==> src/rtl/pcm_ctl_pkg.sv <==
package pcm_ctl_pkg;
  localparam int CTL_W = 8;
  localparam int PCM_W = 8;

  // mode byte field positions
  localparam int CLK_HI  = 7;
  localparam int CLK_LO  = 6;
  localparam int LAW_SEL = 5;
  localparam int LAW_INV = 4;
  localparam int TIMING  = 3;
  localparam int LB_DIG  = 2;
  localparam int LB_ANA  = 1;
  localparam int AMP_BIT = 0;

  // power command field positions
  localparam int PWR_UP_BIT    = 7;
  localparam int PWR_GUARD_BIT = 1;

  typedef enum logic [1:0] {
    LAW_MU     = 2'b00,
    LAW_A_INV  = 2'b01,
    LAW_A_PLAIN = 2'b10
  } law_e;

  typedef enum logic [1:0] {
    LOOP_NONE = 2'b00,
    LOOP_DIG  = 2'b01,
    LOOP_ANA  = 2'b10
  } loop_e;
endpackage

==> src/rtl/pcm_ctl_mode_reg.sv <==
module pcm_ctl_mode_reg
  import pcm_ctl_pkg::*;
(
  input  logic             clk,
  input  logic             rst,
  input  logic             wr,
  input  logic [CTL_W-1:0] wr_byte,
  input  logic             rd,
  output logic [CTL_W-1:0] rd_byte,
  output logic             rd_valid,
  output logic [1:0]       mclk_sel,
  output law_e             law,
  output logic             nondelayed,
  output loop_e            loop_mode,
  output logic             amp_off
);
  logic [CTL_W-1:0] stored_q;

  function automatic law_e law_of(input logic [CTL_W-1:0] b);
    if (!b[LAW_SEL])     return LAW_MU;
    else if (!b[LAW_INV]) return LAW_A_INV;
    else                 return LAW_A_PLAIN;
  endfunction

  function automatic loop_e loop_of(input logic [CTL_W-1:0] b);
    if (b[LB_DIG])      return LOOP_DIG;
    else if (b[LB_ANA]) return LOOP_ANA;
    else                return LOOP_NONE;
  endfunction

  always_ff @(posedge clk) begin
    if (rst) begin
      stored_q   <= '0;
      mclk_sel   <= '0;
      law        <= LAW_MU;
      nondelayed <= 1'b0;
      loop_mode  <= LOOP_NONE;
      amp_off    <= 1'b0;
    end else if (wr) begin
      stored_q   <= wr_byte;
      mclk_sel   <= wr_byte[CLK_HI:CLK_LO];
      law        <= law_of(wr_byte);
      nondelayed <= wr_byte[TIMING];
      loop_mode  <= loop_of(wr_byte);
      amp_off    <= wr_byte[AMP_BIT];
    end
  end

  always_ff @(posedge clk) begin
    if (rst) begin
      rd_byte  <= '0;
      rd_valid <= 1'b0;
    end else begin
      rd_valid <= rd;
      if (rd) rd_byte <= stored_q;
    end
  end
endmodule

==> src/rtl/pcm_ctl_power.sv <==
module pcm_ctl_power
  import pcm_ctl_pkg::*;
#(
  parameter int FS_WAIT = 2
) (
  input  logic             clk,
  input  logic             rst,
  input  logic             cmd,
  input  logic [CTL_W-1:0] cmd_byte,
  input  logic             fs,
  output logic             powered,
  output logic             oe
);
  localparam int CW = $clog2(FS_WAIT + 1);

  logic          fs_q;
  logic          fs_rise;
  logic [CW-1:0] seen_q;
  logic          cmd_ok, go_up, go_down;

  assign fs_rise = fs && !fs_q;
  assign cmd_ok  = cmd && !cmd_byte[PWR_GUARD_BIT];
  assign go_up   = cmd_ok && cmd_byte[PWR_UP_BIT];
  assign go_down = cmd_ok && !cmd_byte[PWR_UP_BIT];

  always_ff @(posedge clk) begin
    if (rst) fs_q <= 1'b0;
    else     fs_q <= fs;
  end

  always_ff @(posedge clk) begin
    if (rst) begin
      powered <= 1'b0;
      oe      <= 1'b0;
      seen_q  <= '0;
    end else if (go_down) begin
      powered <= 1'b0;
      oe      <= 1'b0;
      seen_q  <= '0;
    end else if (go_up && !powered) begin
      powered <= 1'b1;
      seen_q  <= '0;
    end else if (powered && !oe && fs_rise) begin
      if (seen_q == CW'(FS_WAIT - 1)) oe <= 1'b1;
      else                            seen_q <= seen_q + 1'b1;
    end
  end
endmodule

==> src/rtl/pcm_ctl_loop_mux.sv <==
module pcm_ctl_loop_mux
  import pcm_ctl_pkg::*;
(
  input  logic             clk,
  input  logic             rst,
  input  loop_e            loop_mode,
  input  logic             rx_wr,
  input  logic [PCM_W-1:0] rx_byte,
  input  logic [PCM_W-1:0] enc_byte,
  output logic [PCM_W-1:0] tx_byte
);
  logic [PCM_W-1:0] rx_hold_q;

  always_ff @(posedge clk) begin
    if (rst) begin
      rx_hold_q <= '0;
      tx_byte   <= '0;
    end else begin
      if (rx_wr) rx_hold_q <= rx_byte;
      tx_byte <= (loop_mode == LOOP_DIG) ? rx_hold_q : enc_byte;
    end
  end
endmodule

==> src/rtl/pcm_ctl_unit.sv <==
module pcm_ctl_unit
  import pcm_ctl_pkg::*;
#(
  parameter int FS_WAIT = 2
) (
  input  logic             clk,
  input  logic             rst,
  input  logic             ctl_wr,
  input  logic [CTL_W-1:0] ctl_wr_byte,
  input  logic             ctl_rd,
  output logic [CTL_W-1:0] ctl_rd_byte,
  output logic             ctl_rd_valid,
  input  logic             pwr_cmd,
  input  logic [CTL_W-1:0] pwr_cmd_byte,
  input  logic             fs_tx,
  input  logic             rx_pcm_wr,
  input  logic [PCM_W-1:0] rx_pcm_byte,
  input  logic [PCM_W-1:0] enc_byte,
  output logic [1:0]       mclk_sel,
  output logic [1:0]       law_sel,
  output logic             nondelayed,
  output logic [1:0]       loop_sel,
  output logic             amp_off_pd,
  output logic             powered,
  output logic             pcm_oe,
  output logic [PCM_W-1:0] tx_pcm_byte
);
  law_e  law_w;
  loop_e loop_w;

  pcm_ctl_mode_reg mode_i (
    .clk(clk), .rst(rst), .wr(ctl_wr), .wr_byte(ctl_wr_byte),
    .rd(ctl_rd), .rd_byte(ctl_rd_byte), .rd_valid(ctl_rd_valid),
    .mclk_sel(mclk_sel), .law(law_w), .nondelayed(nondelayed),
    .loop_mode(loop_w), .amp_off(amp_off_pd)
  );

  pcm_ctl_power #(.FS_WAIT(FS_WAIT)) pwr_i (
    .clk(clk), .rst(rst), .cmd(pwr_cmd), .cmd_byte(pwr_cmd_byte),
    .fs(fs_tx), .powered(powered), .oe(pcm_oe)
  );

  pcm_ctl_loop_mux mux_i (
    .clk(clk), .rst(rst), .loop_mode(loop_w), .rx_wr(rx_pcm_wr),
    .rx_byte(rx_pcm_byte), .enc_byte(enc_byte), .tx_byte(tx_pcm_byte)
  );

  assign law_sel  = law_w;
  assign loop_sel = loop_w;
endmodule

==> config.mk <==
export PLATFORM = sky130hd
export DESIGN_NAME = pcm_ctl_unit
export DESIGN_NICKNAME = d
export VERILOG_FILES = /design/src/rtl/pcm_ctl_pkg.sv /design/src/rtl/pcm_ctl_mode_reg.sv /design/src/rtl/pcm_ctl_power.sv /design/src/rtl/pcm_ctl_loop_mux.sv /design/src/rtl/pcm_ctl_unit.sv
export SDC_FILE = /design/constraint.sdc
export NUM_CORES = 1
export LEC_CHECK = 0
export BUFFER_PORTS_ARGS = -buffer_cell sky130_fd_sc_hd__buf_2
export CAP_MARGIN = 40
export CORE_UTILIZATION = 50
export CTS_CLUSTER_SIZE = 30
export DETAILED_ROUTE_END_ITERATION = 8
export PLACE_DENSITY = 0.83
export SLEW_MARGIN = 10
export SYNTH_ARGS = -nofsm -noshare
export SYNTH_HDL_FRONTEND = slang
export SYNTH_SLANG_ARGS = --single-unit
==> constraint.sdc <==
create_clock -name clk -period 3.1 [get_ports clk]
set_input_delay 0.775 -clock clk [delete_from_list [all_inputs] [get_ports clk]]
set_output_delay 0.775 -clock clk [all_outputs]
set_load 0.01 [all_outputs]
### Word-level counts from Yosys, hierarchy flattened

Cells that the tools add are included.

| storage, ports and cells | value |
|---|---|
| flip-flop bits (word level) | 46 |
| latch bits | 0 |
| memory bits (writable) | 0 |
| memory bits (read-only) | 0 |
| input port bits | 39 |
| word-level logic and storage cells | 40 |
| memories | 0 |

| operators by class | value |
|---|---|
| add/sub/neg operators | 1 |
| multipliers | 0 |
| divide/modulo/power cells | 0 |
| $lt $le $gt $ge | 0 |
| eq/ne operators | 2 |
| shifts and indexed selects | 0 |
| multiplexer cells | 5 |
| bitwise logic cells | 2 |
| reduce and logical (&&, ||, !) cells | 16 |

Operators with widths:

| kind | number |
|---|---|
| 2-bit two-way mux | 4 |
| 8-bit two-way mux | 1 |
| 1-bit logical AND | 7 |
| 1-bit logical NOT | 5 |
| 2-bit by 1-bit equality test with 1-bit output (second input constant) | 2 |
| 3-bit AND reduction | 1 |
| 3-bit OR reduction | 1 |
| 2-bit by 1-bit adder with 2-bit output (second input constant) | 1 |
| 1-bit NOT | 2 |
| 2-bit AND reduction | 1 |
| 2-bit OR reduction | 1 |

### Depth between registers and ports, before layout

| depth | value |
|---|---|
| depth after elaboration | 6 |
| gate-level depth with buffers | 5 |

### Hierarchy

A second synthesis with hierarchy kept.

| second synthesis, totals | value |
|---|---|
| cells, all modules | 153 |
| area, all modules | 1,614.0 um^2 |

By module, submodules not included:

| module | instances | cells an instance | area each (um^2) | sequential area each (um^2) |
|---|---|---|---|---|
| pcm_ctl_mode_reg | 1 | 69 | 737.0 | 400.4 |
| pcm_ctl_loop_mux | 1 | 60 | 638.1 | 320.3 |
| pcm_ctl_power | 1 | 24 | 239.0 | 100.1 |

### Worst setup path after synthesis

OpenSTA, ideal clock, no wires.

| timing | value |
|---|---|
| path type | in2reg |
| start point | input fs_tx |
| end point | register pwr_i.seen_q[1] |
| setup time | 103 ps |
| arrival time | 1,307 ps |
| data required time | 2,997 ps |
| path slack | 1,689 ps |
| stages | 3 |
| path through | and3b_2 > a21oi_2 > a2111oi_2 |

| on the way | value |
|---|---|
| cells in the longest elaborated chain, start to end | 3 |

Ends and longest elaborated chain:

| element | RTL line | source |
|---|---|---|
| start: declaration | pcm_ctl_unit.sv:15 | `input logic fs_tx,` |
| 1-bit logical AND | pcm_ctl_power.sv:21 | `assign fs_rise = fs && !fs_q;` |
| 1-bit logical AND | pcm_ctl_power.sv:43 | `end else if (powered && !oe && fs_rise) begin` |
| 2-bit AND reduction (no source line) | n/a |  |
| end signal: assignment | pcm_ctl_power.sv:45 | `else seen_q <= seen_q + 1'b1;` |
| end: declaration | pcm_ctl_power.sv:18 | `logic [CW-1:0] seen_q;` |

Every way passes these cells.
A chain may end at the register's enable or synchronous reset.

### Final worst setup path

| timing | value |
|---|---|
| start point | register pwr_i.oe |
| end point | output pcm_oe |

RTL lines:

| element | RTL line | source |
|---|---|---|
| start: declaration | pcm_ctl_power.sv:12 | `output logic oe` |
| start signal: assignment | pcm_ctl_power.sv:34 | `oe <= 1'b0;` |
| start signal: assignment | pcm_ctl_power.sv:38 | `oe <= 1'b0;` |
| start signal: assignment | pcm_ctl_power.sv:44 | `if (seen_q == CW'(FS_WAIT - 1)) oe <= 1'b1;` |
| end: declaration | pcm_ctl_unit.sv:25 | `output logic pcm_oe,` |

No word-level cell between the ends.

==> results.cfg <==
[outcome]
status = finished with violations
violations = design-rule violations

[timing]
final.period_utilization = 0.578
period_minus_slack_ns = 1.79
setup_viol_count_final = 0
setup-tns-final_ns = 0
finalMaxSlewViolations = 0
final.setup_skew_ns = 0.0116
max_clock_freq_mhz = 558
maxSlewHeadroom = 0.526
finalHoldViolations = 0
slew_at_the_pin_closest_to_its_max_slew_limit_ns = 0.711
rsz0062_at_grt = false

[final_layout]
syn2layout_area_growth_pct = 23.5
diodes = 0
stdcell_count = 233
post_route_cells_drive_above_1_share = 0.347
final_core_utilization = 0.667
final_net_count = 241

[logic_synthesis]
most_common_cell_in_the_synthesized_netlist = dfxtp_1
synth.avg_cell_area_um2 = 10.5
netlist_instances = 146
synth.cells.most_frequent = dfxtp_1 (41), nor2_1 (34), mux2i_1 (33)
synth.yosys.warnings = 0
ys_async_sr_fraction = 0
synthDominantCellAreaShare = 0.537
post_synthesis_sequential_element_count = 41
synthFlopType = dfxtp_1
yosysTopAreaCell = dfxtp_1
number_of_flops_mapped_to_enable_cells_by_yosys = 0
post_synth_num_cell_types = 20
ranking_of_synthesized_cells_by_area = dfxtp_1 (54%), mux2i_1 (22%), nor2_1 (8.3%), nand2b_1 (2.0%), buf_4 (2.0%)
syn_nets = 186
synth.cell_area_um2 = 1530
ys_seq_area_frac = 0.537

[flow_run]
max-cap-violations = 0

[power]
cellPowerDensity_nw_per_um2 = 550
max-vdd-ir-drop_v = 0.000380
cellLeakagePower_nw = 0.979

[detailed_routing]
ant_nets = 0
drt_iter0_drc = 42
drtPass1Iterations = 5
routed_wire_length_per_instance_um = 12.7
post_drt_via_cell_ratio = 5.00
drc_errors = 6
totalWireLength_um = 2950
dr_total_vias = 1165

[setup_path]
crit_path_max_fanout = 5
critPathLaunchType = flop
critPathArrivalTime_ns = 1.02
cp_data_required_time_ns = 2.32
critPathTopFamily = flip-flops
crit_buf_inv = 1
critical_path_class = flop to output pin
crit_path_cell_trace = buf_2
setup_slack_on_the_worst_flop_to_flop_path_ns = 1.83
end_kind = output pin
cp_slowest_cell = dfxtp_1
critical-path-max-stage-delay_ns = 0.48

[die]
dieWidth_um = 57.3
initial_core_util = 0.540
num_io_pins = 66
std_cell_rows = 19
dieArea_um2 = 3280
floorplan_core_area_um2 = 2830
die_h_um = 57.3

[clocking]
cts_tree = built
cts_sinks = 41
clock-root-buffer = clkbuf_4
post_cts_resized = 0
num_cts_buffers = 5
worst_skew_pair.late_latency_ns = 0.35
cts.path.max_buffers = 2
cts.clk_slew.worst_paths_ns = 0.12
h-tree-depth = 2
cts.repair_timing.setup_buffer_count = 0
hold_buffers = 0

[placement]
gp_congestion = 0.720
hpwl_reported_at_the_end_of_detailed_placement_um = 2180
place.port_buffers = 59
dp_cells = 225

[grt]
grt_pass1_vias = 1143
grt_overflow = 0
grt_util_all_layers = 0.197
global_route_wire_length_before_repair_um = 4890
grt_antenna_before_repair = 0
grt_max_degree = 42

[min_path]
min-delay-path-class = flop to flop
==> flip-flops by register name, indices dropped and copies added (netlist names) <==
register	cells
pwr_i.oe	1
mux_i.rx_hold_q	8
pwr_i.fs_q	1
mode_i.rd_valid	1
mode_i.loop_mode	1
pwr_i.powered	1
pwr_i.seen_q	2
mode_i.stored_q	8
mode_i.law	2
mode_i.rd_byte	8
mux_i.tx_byte	8
==> tightest hold or removal path, stage by stage (launching register included) <==
cell and delay [ns]:
dfxtp_1 0.32, nand2b_1 0.06, a21oi_1 0.05
==> layout by cell type, fill, tap and decap left out <==
cell,synthesis,routed
nor2_4,1,1
bufinv_16,0,1
mux2i_1,33,33
inv_1,1,1
o31ai_1,1,1
nor3_1,2,2
a21oi_2,1,1
nand3_1,1,1
clkbuf_1,4,1
nand2b_1,5,5
clkbuf_8,0,1
ha_1,1,1
a21oi_1,5,5
a2111oi_2,1,1
a211oi_1,1,1
and3b_2,1,1
nor2_1,34,34
clkbuf_4,0,5
nand3b_1,4,4
buf_2,3,59
nor2b_1,2,2
dfxtp_1,41,41
==> logic make-up after synthesis <==
| group | count (synthesis) | share of synthesized area |
|---|---|---|
| multiplexers | 33 | 0.216 |
| flip-flops | 41 | 0.537 |
| AND/OR/NAND/NOR | 50 | 0.155 |
| adder cells (fa/ha/maj) | 1 | 0.00818 |
| buffers and inverters | 12 | 0.0417 |
| AO/OA/AOI/OAI | 9 | 0.0417 |
==> path summary, 6_finish.rpt <==
path                           startpoint                            to  cells past startpoint
min            mode_i.law[1]$_SDFFE_PP0P_    mode_i.law[1]$_SDFFE_PP0P_                      2
max                 pwr_i.oe$_SDFFE_PP0P_                        pcm_oe                      1
max reg2reg  pwr_i.seen_q[1]$_SDFFE_PP0P_  pwr_i.seen_q[1]$_SDFFE_PP0P_                      5
min reg2reg    mode_i.law[1]$_SDFFE_PP0P_    mode_i.law[1]$_SDFFE_PP0P_                      2
==> routing by layer <==
metal | global-route usage | share of wire | routed length, um
met2 | 0.343 | 0.51 | 1510
met3 | 0.0703 | 0.054 | 159
met5 | 0 | 0 | 0
met1 | 0.222 | 0.42 | 1230
met4 | 0.0732 | 0.018 | 53
==> cell type report <==
type | instances | area (um^2)
repair buffers | 59 | 295
fillers | 243 | 941
flip-flops and latches | 41 | 821
well taps | 31 | 38.8
clock buffers | 7 | 55.1
multi-input cells | 93 | 644
inverters | 1 | 3.75
clock inverters | 1 | 30.0
==> power breakdown <==
part / internal, mW / switching [mW] / total [mW]
Combinational: 0.0550 / 0.0582 / 0.113
Sequential: 0.553 / 0.0126 / 0.566
Clock: 0.193 / 0.166 / 0.358
==> through the flow <==
| step | instance area, um^2 | total power, mW | hold slack (ns) | worst slack [ns] |
|---|---|---|---|---|
| floorplan | 1530 | 0.648 | 0.460 | 1.69 |
| global placement | 1800 | 0.685 | 0.452 | 1.52 |
| detailed placement | 1800 | 0.693 | 0.463 | 1.48 |
| CTS | 1890 | 1.05 | 0.479 | 1.31 |
| global route | 1890 | 1.08 | 0.513 | 1.27 |
| finish | 1890 | 1.04 | 0.474 | 1.31 |
(Power assumes the default switching activity.)
